[config.mk]
export PLATFORM = sky130hd
export DESIGN_NAME = page_commit_buf
export DESIGN_NICKNAME = d
export VERILOG_FILES = /design/src/rtl/page_buf_pkg.sv /design/src/rtl/page_buf_store.sv /design/src/rtl/page_cycle_timer.sv /design/src/rtl/page_commit_fsm.sv /design/src/rtl/page_commit_buf.sv
export SDC_FILE = /design/constraint.sdc
export NUM_CORES = 1
export LEC_CHECK = 0
export BUFFER_PORTS_ARGS = -buffer_cell sky130_fd_sc_hd__buf_4
export CAP_MARGIN = 10
export CORE_MARGIN = 8
export CORE_UTILIZATION = 45
export DETAILED_ROUTE_END_ITERATION = 8
export GPL_TIMING_DRIVEN = 0
export PLACE_DENSITY = 0.71
export SLEW_MARGIN = 15
export SYNTH_ARGS = -nofsm -noshare
export SYNTH_HDL_FRONTEND = slang
export SYNTH_SLANG_ARGS = --single-unit
[constraint.sdc]
create_clock -name clk -period 4.2 [get_ports clk]
set_input_delay 0.42 -clock clk [delete_from_list [all_inputs] [get_ports clk]]
set_output_delay 0.42 -clock clk [all_outputs]
set_load 0.05 [all_outputs]
[src/rtl/page_buf_pkg.sv]
package page_buf_pkg;
    typedef enum logic [1:0] {
        ST_IDLE    = 2'd0,
        ST_COLLECT = 2'd1,
        ST_COMMIT  = 2'd2,
        ST_HOLD    = 2'd3
    } pb_state_e;
endpackage

[src/rtl/page_buf_store.sv]
module page_buf_store #(
    parameter int OFF_W  = 4,
    parameter int DATA_W = 8
) (
    input  logic              clk,
    input  logic              rst_n,
    input  logic              clr,
    input  logic              ld,
    input  logic [OFF_W-1:0]  ld_off,
    input  logic [DATA_W-1:0] ld_data,
    input  logic [OFF_W-1:0]  rd_off,
    output logic [DATA_W-1:0] rd_data,
    output logic              rd_vld,
    output logic              any_vld
);
    localparam int ENTRIES = 1 << OFF_W;

    logic [DATA_W-1:0] ent_data [ENTRIES];
    logic [ENTRIES-1:0] ent_vld;

    always_ff @(posedge clk or negedge rst_n) begin
        if (!rst_n) begin
            ent_vld <= '0;
            for (int i = 0; i < ENTRIES; i++) ent_data[i] <= '0;
        end else begin
            for (int i = 0; i < ENTRIES; i++) begin
                if (clr) begin
                    ent_vld[i] <= 1'b0;
                end else if (ld && (ld_off == OFF_W'(i))) begin
                    ent_vld[i]  <= 1'b1;
                    ent_data[i] <= ld_data;
                end
            end
        end
    end

    assign rd_data = ent_data[rd_off];
    assign rd_vld  = ent_vld[rd_off];
    assign any_vld = |ent_vld;
endmodule

[src/rtl/page_cycle_timer.sv]
module page_cycle_timer #(
    parameter int CYCLE_CLKS = 500000
) (
    input  logic clk,
    input  logic rst_n,
    input  logic clr,
    input  logic en,
    output logic done
);
    localparam int CNT_W = $clog2(CYCLE_CLKS + 1);
    localparam logic [CNT_W-1:0] LAST = CNT_W'(CYCLE_CLKS - 1);

    logic [CNT_W-1:0] cnt;

    always_ff @(posedge clk or negedge rst_n) begin
        if (!rst_n)      cnt <= '0;
        else if (clr)    cnt <= '0;
        else if (en)     cnt <= cnt + 1'b1;
    end

    assign done = (cnt == LAST);
endmodule

[src/rtl/page_commit_fsm.sv]
module page_commit_fsm
    import page_buf_pkg::*;
#(
    parameter int ADDR_W = 8,
    parameter int OFF_W  = 4
) (
    input  logic                    clk,
    input  logic                    rst_n,
    input  logic                    txn_start,
    input  logic [ADDR_W-1:0]       start_addr,
    input  logic                    byte_vld,
    input  logic                    stop,
    input  logic                    abort,
    input  logic                    any_vld,
    input  logic                    timer_done,
    output logic                    store_clr,
    output logic                    store_ld,
    output logic [OFF_W-1:0]        ld_off,
    output logic [OFF_W-1:0]        rd_off,
    output logic [ADDR_W-OFF_W-1:0] page,
    output logic                    committing,
    output logic                    busy,
    output logic                    timer_clr
);
    localparam int PAGE_W = ADDR_W - OFF_W;
    localparam logic [OFF_W-1:0] LAST_OFF = '1;

    pb_state_e         state, state_nx;
    logic [PAGE_W-1:0] page_q;
    logic [OFF_W-1:0]  ptr_q;
    logic [OFF_W-1:0]  idx_q;
    logic              take_start;
    logic              go_commit;

    always_comb begin
        take_start = 1'b0;
        go_commit  = 1'b0;
        unique case (state)
            ST_IDLE:    take_start = txn_start;
            ST_COLLECT: begin
                take_start = txn_start && !abort;
                go_commit  = !abort && !txn_start && stop && (any_vld || byte_vld);
            end
            default: ;
        endcase
    end

    always_comb begin
        state_nx = state;
        unique case (state)
            ST_IDLE:    if (txn_start) state_nx = ST_COLLECT;
            ST_COLLECT: begin
                if (abort)          state_nx = ST_IDLE;
                else if (txn_start) state_nx = ST_COLLECT;
                else if (go_commit) state_nx = ST_COMMIT;
                else if (stop)      state_nx = ST_IDLE;
            end
            ST_COMMIT:  if (idx_q == LAST_OFF) state_nx = timer_done ? ST_IDLE : ST_HOLD;
            ST_HOLD:    if (timer_done) state_nx = ST_IDLE;
            default:    state_nx = ST_IDLE;
        endcase
    end

    always_ff @(posedge clk or negedge rst_n) begin
        if (!rst_n) state <= ST_IDLE;
        else        state <= state_nx;
    end

    always_ff @(posedge clk or negedge rst_n) begin
        if (!rst_n) begin
            page_q <= '0;
            ptr_q  <= '0;
            idx_q  <= '0;
        end else begin
            if (take_start) begin
                page_q <= start_addr[ADDR_W-1:OFF_W];
                ptr_q  <= start_addr[OFF_W-1:0];
            end else if (store_ld) begin
                ptr_q <= ptr_q + 1'b1;
            end
            if (go_commit)               idx_q <= '0;
            else if (state == ST_COMMIT) idx_q <= idx_q + 1'b1;
        end
    end

    always_comb begin
        store_clr  = take_start;
        store_ld   = (state == ST_COLLECT) && byte_vld && !abort && !txn_start;
        timer_clr  = go_commit;
        committing = (state == ST_COMMIT);
        busy       = (state == ST_COMMIT) || (state == ST_HOLD);
        ld_off     = ptr_q;
        rd_off     = idx_q;
        page       = page_q;
    end
endmodule

[src/rtl/page_commit_buf.sv]
module page_commit_buf #(
    parameter int ADDR_W     = 8,
    parameter int OFF_W      = 4,
    parameter int DATA_W     = 8,
    parameter int CYCLE_CLKS = 500000
) (
    input  logic              clk,
    input  logic              rst_n,
    input  logic              txn_start,
    input  logic [ADDR_W-1:0] start_addr,
    input  logic              byte_vld,
    input  logic [DATA_W-1:0] byte_data,
    input  logic              stop,
    input  logic              abort,
    input  logic              wr_permit,
    output logic              busy,
    output logic              mem_we,
    output logic [ADDR_W-1:0] mem_waddr,
    output logic [DATA_W-1:0] mem_wdata
);
    localparam int PAGE_W = ADDR_W - OFF_W;

    logic              store_clr, store_ld, any_vld, rd_vld;
    logic [OFF_W-1:0]  ld_off, rd_off;
    logic [DATA_W-1:0] rd_data;
    logic [PAGE_W-1:0] page;
    logic              committing, timer_clr, timer_done;

    page_commit_fsm #(.ADDR_W(ADDR_W), .OFF_W(OFF_W)) i_fsm (
        .clk        (clk),
        .rst_n      (rst_n),
        .txn_start  (txn_start),
        .start_addr (start_addr),
        .byte_vld   (byte_vld),
        .stop       (stop),
        .abort      (abort),
        .any_vld    (any_vld),
        .timer_done (timer_done),
        .store_clr  (store_clr),
        .store_ld   (store_ld),
        .ld_off     (ld_off),
        .rd_off     (rd_off),
        .page       (page),
        .committing (committing),
        .busy       (busy),
        .timer_clr  (timer_clr)
    );

    page_buf_store #(.OFF_W(OFF_W), .DATA_W(DATA_W)) i_store (
        .clk     (clk),
        .rst_n   (rst_n),
        .clr     (store_clr),
        .ld      (store_ld),
        .ld_off  (ld_off),
        .ld_data (byte_data),
        .rd_off  (rd_off),
        .rd_data (rd_data),
        .rd_vld  (rd_vld),
        .any_vld (any_vld)
    );

    page_cycle_timer #(.CYCLE_CLKS(CYCLE_CLKS)) i_timer (
        .clk   (clk),
        .rst_n (rst_n),
        .clr   (timer_clr),
        .en    (busy),
        .done  (timer_done)
    );

    assign mem_we    = committing && rd_vld && wr_permit;
    assign mem_waddr = {page, rd_off};
    assign mem_wdata = rd_data;
endmodule

==> metrics.txt, run 1 <==
die span in y 152 um; Synth Warn # 0; Metal-1 WL 8430 um; Initial Utilization 0.452; result of the run finished, violations left; sequential element share of the synthesized area 0.531; Die ar. 0.0232 mm2; I/O pin count 41; Achievable Freq 289 MHz; WP data required 3.78 ns; ANT nets after route 0; Root Driver clkbuf_16; Finished Layout Cells 941; GRT Total Usage 0.175; via count 5512; final hold violations 21; pre-CTS WS 1.22 ns; ANT cells 0; Final Instance Area 0.00959 mm2; Post CTS Setup Buffer Count 0; Placed Area 0.00897 mm2; Worst slew margin 0.495; Inst Count DP 911; Most used DFF post-synth dfrtp_1; Critical Path End Type primary output; Tcrit/Tclk final 0.825; Clock Skews 0.0152 ns; Sum Neg Setup Slack 0 ns; initial DRC count 369; Crit Path Max Fanout 10; MaxCap Viol Count 0; Async SR Flop Fraction 1.00; CTS clk-pin slew, worst paths 0.07 ns; Synth Net Count 665; CTS buffer count 17; Post-CTS Hold Buffers 0; final RePlAce weighted congestion 0.796; Core Util, Final 0.520; Filler cells 1486; Num Clock Sinks 177; register bit count reported by yosys 177; r2r endpoint i_fsm.rd_off[3]; top cells by area, synth dfrtp_1, mux2_2, mux4_2, mux2i_1, nand2_1; WS Path Type reg -> out; Buffers on Ports 40; Pwr Density 669 mW/mm2; RSZ-0062 raised after global routing false; final setup vio count 0; uppermost layer routed met4; failing checks negative hold slack; min Tclk post-route 3.46 ns; nets 725; number of synthesized flops with an enable pin 0; Post-Syn Area 0.00834 mm2; Synth Instances 636; area leader, netlist dfrtp_1; Met2 Routed Length 10300 um; r2r startpoint i_fsm.rd_off[1]; initial antenna violation count 0; TritonCTS clock tree yes; most common cell in the synthesized netlist dfrtp_1; CP startpoint i_fsm.rd_off[1]; WHS -0.0310 ns; CP arrival 3.04 ns; Longest Clk Path Bufs 2; DRT Pass-1 Iters 5; share of post-route cells with drive strength above 1 0.348; Die W 152 um; DRC viols 0; worst min path class in -> async; H-tree levels 4; grt ovf 0; met3 WL 953 um; end point of the critical path mem_wdata[0]; slack of the critical path 0.736 ns; wire per inst 21.2 um; Synth cell types 45; Startpoint Class flop; Leakage 0.00462 uW; pin count of the biggest net entering global routing 100; WL final 19900 um; Worst-Skew Late Latency 0.43 ns; row count 50; post-synth top area share 0.531; Post-DP HPWL 13700 um; reg-to-reg setup timing slack 1.82 ns; core area 0.0185 mm2; VDD IR-drop max 469 uV; Resized Gates After CTS 0; max-slew violations 0; Syn Area/Cell 13.1 um2; reg2reg path depth 7; vias in the first global route 5888; Slew @ Worst Pin 0.757 ns; synth cell count leaders dfrtp_1, mux2_2, nand2_1; Area Growth Syn to Fin 14.9%; global-route wire length before repair 32000 um; routed vias/inst 5.86
cells in the final DEF, fill, tap and decap left out, types with 4 or more instances in the layout:
master,instances
clkbuf_16,17
buf_4,39
a22oi_1,8
a21oi_1,9
nor2_1,19
nand4_1,9
or3_1,6
o21ai_0,20
and4_1,5
mux2_2,126
xnor2_1,7
inv_6,4
ha_1,6
mux2_1,6
nand2_2,8
mux4_2,21
nand3_1,10
xor2_1,9
clkbuf_1,25
nor4_1,5
buf_2,8
inv_1,5
mux2i_1,32
dfrtp_1,177
nand2_1,62
a221oi_1,16
cell families after synthesis:
logic type,share of synthesized area
buffers and inverters,0.0205
adders and majority gates,0.00900
xor gates and xnor gates,0.0168
AOI/OAI and AO/OA,0.0468
and+or+nand+nor,0.103
muxes,0.273
DFF,0.531
power by group:
part	switching [uW]	internal (uW)
clock	695	982
combinational	1280	902
sequential	360	2190
total	2340	4080
layer usage:
metal | vias to the layer above | GRT usage
li1 | 2453 | -
met1 | 2909 | 0.215
met2 | 131 | 0.301
met3 | 19 | 0.0448
met4 | 0 | 0.0476
met5 | - | 0
worst min path at each step:
stage	endpoint	slack, ns	cells past startpoint
floorplan	i_fsm.ld_off[0]	0.12	0
global placement	i_store.ent_data[34]	0.47	1
detailed placement	i_store.ent_data[4]	0.45	1
CTS	i_store.ent_data[4]	0.002	1
global route	i_store.ent_data[20]	0.02	1
finish	i_store.ent_data[20]	-0.03	1
layout make-up:
class	instances	area, um2	share of cell area
inverter	6	22.5	0.00235
timing repair buffer	41	335	0.0350
clock inverter	11	166	0.0173
sequential	177	4430	0.462
buffer	35	149	0.0155
multi-input combinational	418	3740	0.390
clock buffer	19	453	0.0472
tap	234	293	0.0305
registers in the layout, summed over array words and instances (netlist names):
signal / cells
i_fsm.ld_off: 4
i_fsm.page: 4
i_fsm.rd_off: 4
i_fsm.state: 2
i_store.ent_data: 128
i_store.ent_vld: 16
i_timer.cnt: 19
through the flow:
| step | hold WS, ns | power, uW |
|---|---|---|
| after floorplan | 0.124 | 4070 |
| after global placement | 0.468 | 4630 |
| after detailed placement | 0.447 | 4770 |
| after CTS | 0.00174 | 6440 |
| after global routing | 0.0195 | 6730 |
| final | -0.0310 | 6420 |
critical path, cell delays in order (launching register included):
cell and delay (ns):
dfrtp_1 0.50, buf_2 0.29, and2_1 0.20, buf_2 0.21
clkbuf_1 0.28, a221oi_1 0.61, o21ai_0 0.15, nand2_1 0.14
buf_4 0.21
(Power assumes the default switching activity.)
==> run 2, diff against run 1 <==
--- a/config.mk
+++ b/config.mk
@@ -11,7 +11,7 @@
 export CORE_UTILIZATION = 45
 export DETAILED_ROUTE_END_ITERATION = 8
 export GPL_TIMING_DRIVEN = 0
-export PLACE_DENSITY = 0.71
+export PLACE_DENSITY = 0.73
 export SLEW_MARGIN = 15
 export SYNTH_ARGS = -nofsm -noshare
 export SYNTH_HDL_FRONTEND = slang
==> constraint.sdc (replaced) <==
create_clock -name clk -period 2.95 [get_ports clk]
set_input_delay 0.295 -clock clk [delete_from_list [all_inputs] [get_ports clk]]
set_output_delay 0.295 -clock clk [all_outputs]
set_load 0.05 [all_outputs]
==> run 2 against run 1 <==
Compared with the run above: the flow now finishes without violations; routed wire length up 3.2%; non-clock buffer count rose by 5; utilization up 0.79 points; sequential share of layout area down 0.68 points; critical endpoint is now mem_wdata[6].
==> metrics.txt, run 2 (synthesis gave the netlist of run 1 again) <==
result of the run complete, no violations; final setup vio count 0 (unchanged); Worst-Skew Late Latency 0.43 ns (about the same); Crit Path Max Fanout 10 (unchanged); WP data required 2.65 ns (-1.13 ns); Max stage delay cell, worst path dfrtp_2; Worst slew margin 0.488 (-0.00789); wire per inst 21.7 um (+2.4%); WS Path Type reg -> out; largest register by flop count i_store.ent_data; die span in y 152 um (unchanged); final hold violations 0 (-100%); slack of the critical path 0.0482 ns (-0.688 ns); global-route wire length before repair 32800 um (+2.4%); row count 50 (unchanged); Pwr Density 959 mW/mm2 (+43%); worst min path class in -> reg; Top delay family on crit path buffers and inverters; Buffers on Ports 40 (unchanged); CTS clk-pin slew, worst paths 0.07 ns (about the same); Tcrit/Tclk final 0.984; commonest non-fill, non-tap cell in the layout dfrtp_1; Initial Utilization 0.452 (unchanged); nets 730 (+0.69%); max incr delay on CP 0.48 ns (-0.13 ns); Post-DP HPWL 13300 um (-2.6%); initial DRC count 351 (-4.9%); Die W 152 um (unchanged); Root Driver clkbuf_16; share of post-route cells with drive strength above 1 0.367 (+0.0190); Critical Path End Type primary output; routed vias/inst 5.92 (+1.0%); Startpoint Class flop; Crit path top cell by count buf_4; commonest cells after routing, fill and taps aside dfrtp_1, mux2_2, nand2_1, buf_4, mux2i_1; WL final 20600 um (+3.2%); worst path buffer plus inverter count 4 (unchanged); I/O pin count 41 (unchanged); GRT Total Usage 0.181 (+0.00570); initial antenna violation count 0 (unchanged); max-slew violations 0 (unchanged); top flop regs i_store.ent_data x128, i_timer.cnt x19, i_store.ent_vld x16; H-tree levels 4 (unchanged); Power Total 9340 uW (+46%); core area 0.0185 mm2 (unchanged); CP arrival 2.61 ns (-0.43 ns); Slew @ Worst Pin 0.769 ns (+0.0118 ns); ANT nets after route 0 (unchanged); ordered cell list for the critical path buf_4, and2_1, buf_2, buf_4, a221oi_1, o21ai_0, nand2_1, buf_4; Area Growth Syn to Fin 16.7%; via count 5609 (+1.8%); RSZ-0062 raised after global routing false; Placed Area 0.00897 mm2 (unchanged); Achievable Freq 345 MHz; TritonCTS clock tree yes; Clock Skews 0.00913 ns (-0.00610 ns); Final Instance Area 0.00974 mm2 (+1.5%); max reg flops 128 (unchanged); Longest Clk Path Bufs 2 (unchanged); Core Util, Final 0.528 (+0.00793); MaxCap Viol Count 0 (unchanged); pin count of the biggest net entering global routing 93 (-7.0%); Num Clock Sinks 177 (unchanged); final RePlAce weighted congestion 0.817 (+2.7%); Leakage 0.00469 uW (+1.4%); Die ar. 0.0232 mm2 (unchanged); CTS buffer count 17 (unchanged); VDD IR-drop max 513 uV (+9.4%); DRC viols 0 (unchanged); WHS 0.0893 ns (+0.120 ns); grt ovf 0 (unchanged); DRT Pass-1 Iters 6 (+1); min Tclk post-route 2.90 ns; pre-CTS WS 0.0125 ns (-1.21 ns); vias in the first global route 5860 (-0.48%); ANT cells 0 (unchanged)
-- run 2: cell count changes in the layout (fill, tap and decap cells not counted), sizes merged --
cell,previous run,this run
clkinv,0,3
clkbuf,44,45
bufinv,3,4
inv,13,10
dlygate4sd3,0,1
buf,51,54
clkinvlp,1,2
-- run 2: worst register-to-register path: stages (launching register included) --
cell	delay [ns]
dfrtp_1	0.38
buf_6	0.14
nor4b_2	0.45
and4_1	0.25
clkbuf_1	0.17
nand2_1	0.45
mux2_1	0.50
-- run 2: worst paths after layout --
| kind | from | end | slack (ns) | cells after the start |
|---|---|---|---|---|
| setup reg to reg | i_fsm.state[1] | i_store.ent_data[35] | 0.50 | 6 |
| setup / recovery | i_fsm.rd_off[1] | mem_wdata[6] | 0.05 | 8 |
| hold reg to reg | i_store.ent_data[105] | i_store.ent_data[105] | 0.49 | 1 |
| hold / removal | start_addr[6] | i_fsm.page[2] | 0.09 | 2 |
| max in group asynchronous | rst_n | i_store.ent_data[19] | 1.61 | 3 |
| min in group asynchronous | rst_n | i_fsm.page[0] | 0.47 | 2 |
-- run 2: report_power, final --
| part | leakage [uW] | total [uW] | switching, uW | internal, uW |
|---|---|---|---|---|
| clock | 0.000307 | 2460 | 1000 | 1460 |
| sequential | 0.00238 | 3630 | 505 | 3120 |
| combinational | 0.00200 | 3250 | 1890 | 1360 |
-- run 2: through the flow --
stage                     setup TNS, ns  cells
after floorplan                       0    636
after detailed placement              0    911
final                                 0    948
after global routing                  0    948
after global placement          -0.0263    910
after CTS                       -0.0310    944
-- run 2: layout make-up --
| type | instances | area [um2] |
|---|---|---|
| flip-flops and latches | 177 | 4430 |
| multi-input cells | 418 | 3800 |
| clock inverters | 13 | 199 |
| repair buffers | 46 | 375 |
| plain buffers | 35 | 171 |
| fillers | 1495 | 8720 |
| well taps | 234 | 293 |
| clock buffers | 19 | 443 |
| inverters | 6 | 22.5 |
-- run 2: routing by layer --
layer | up-vias | GRT usage | share of wire
li1 | 2465 | - | -
met1 | 2904 | 0.231 | 0.43
met2 | 196 | 0.279 | 0.46
met3 | 42 | 0.0596 | 0.072
met4 | 2 | 0.0681 | 0.028
met5 | - | 0.0173 | 0.0026
-- run 2: repair_timing --
item,CTS,global route
hold endpoints to repair,91,0
pin swaps,0,0
gates cloned,0,0
setup endpoints to repair,9,9
hold buffers,1,0
buffers inserted,0,4
gates resized for setup,14,8
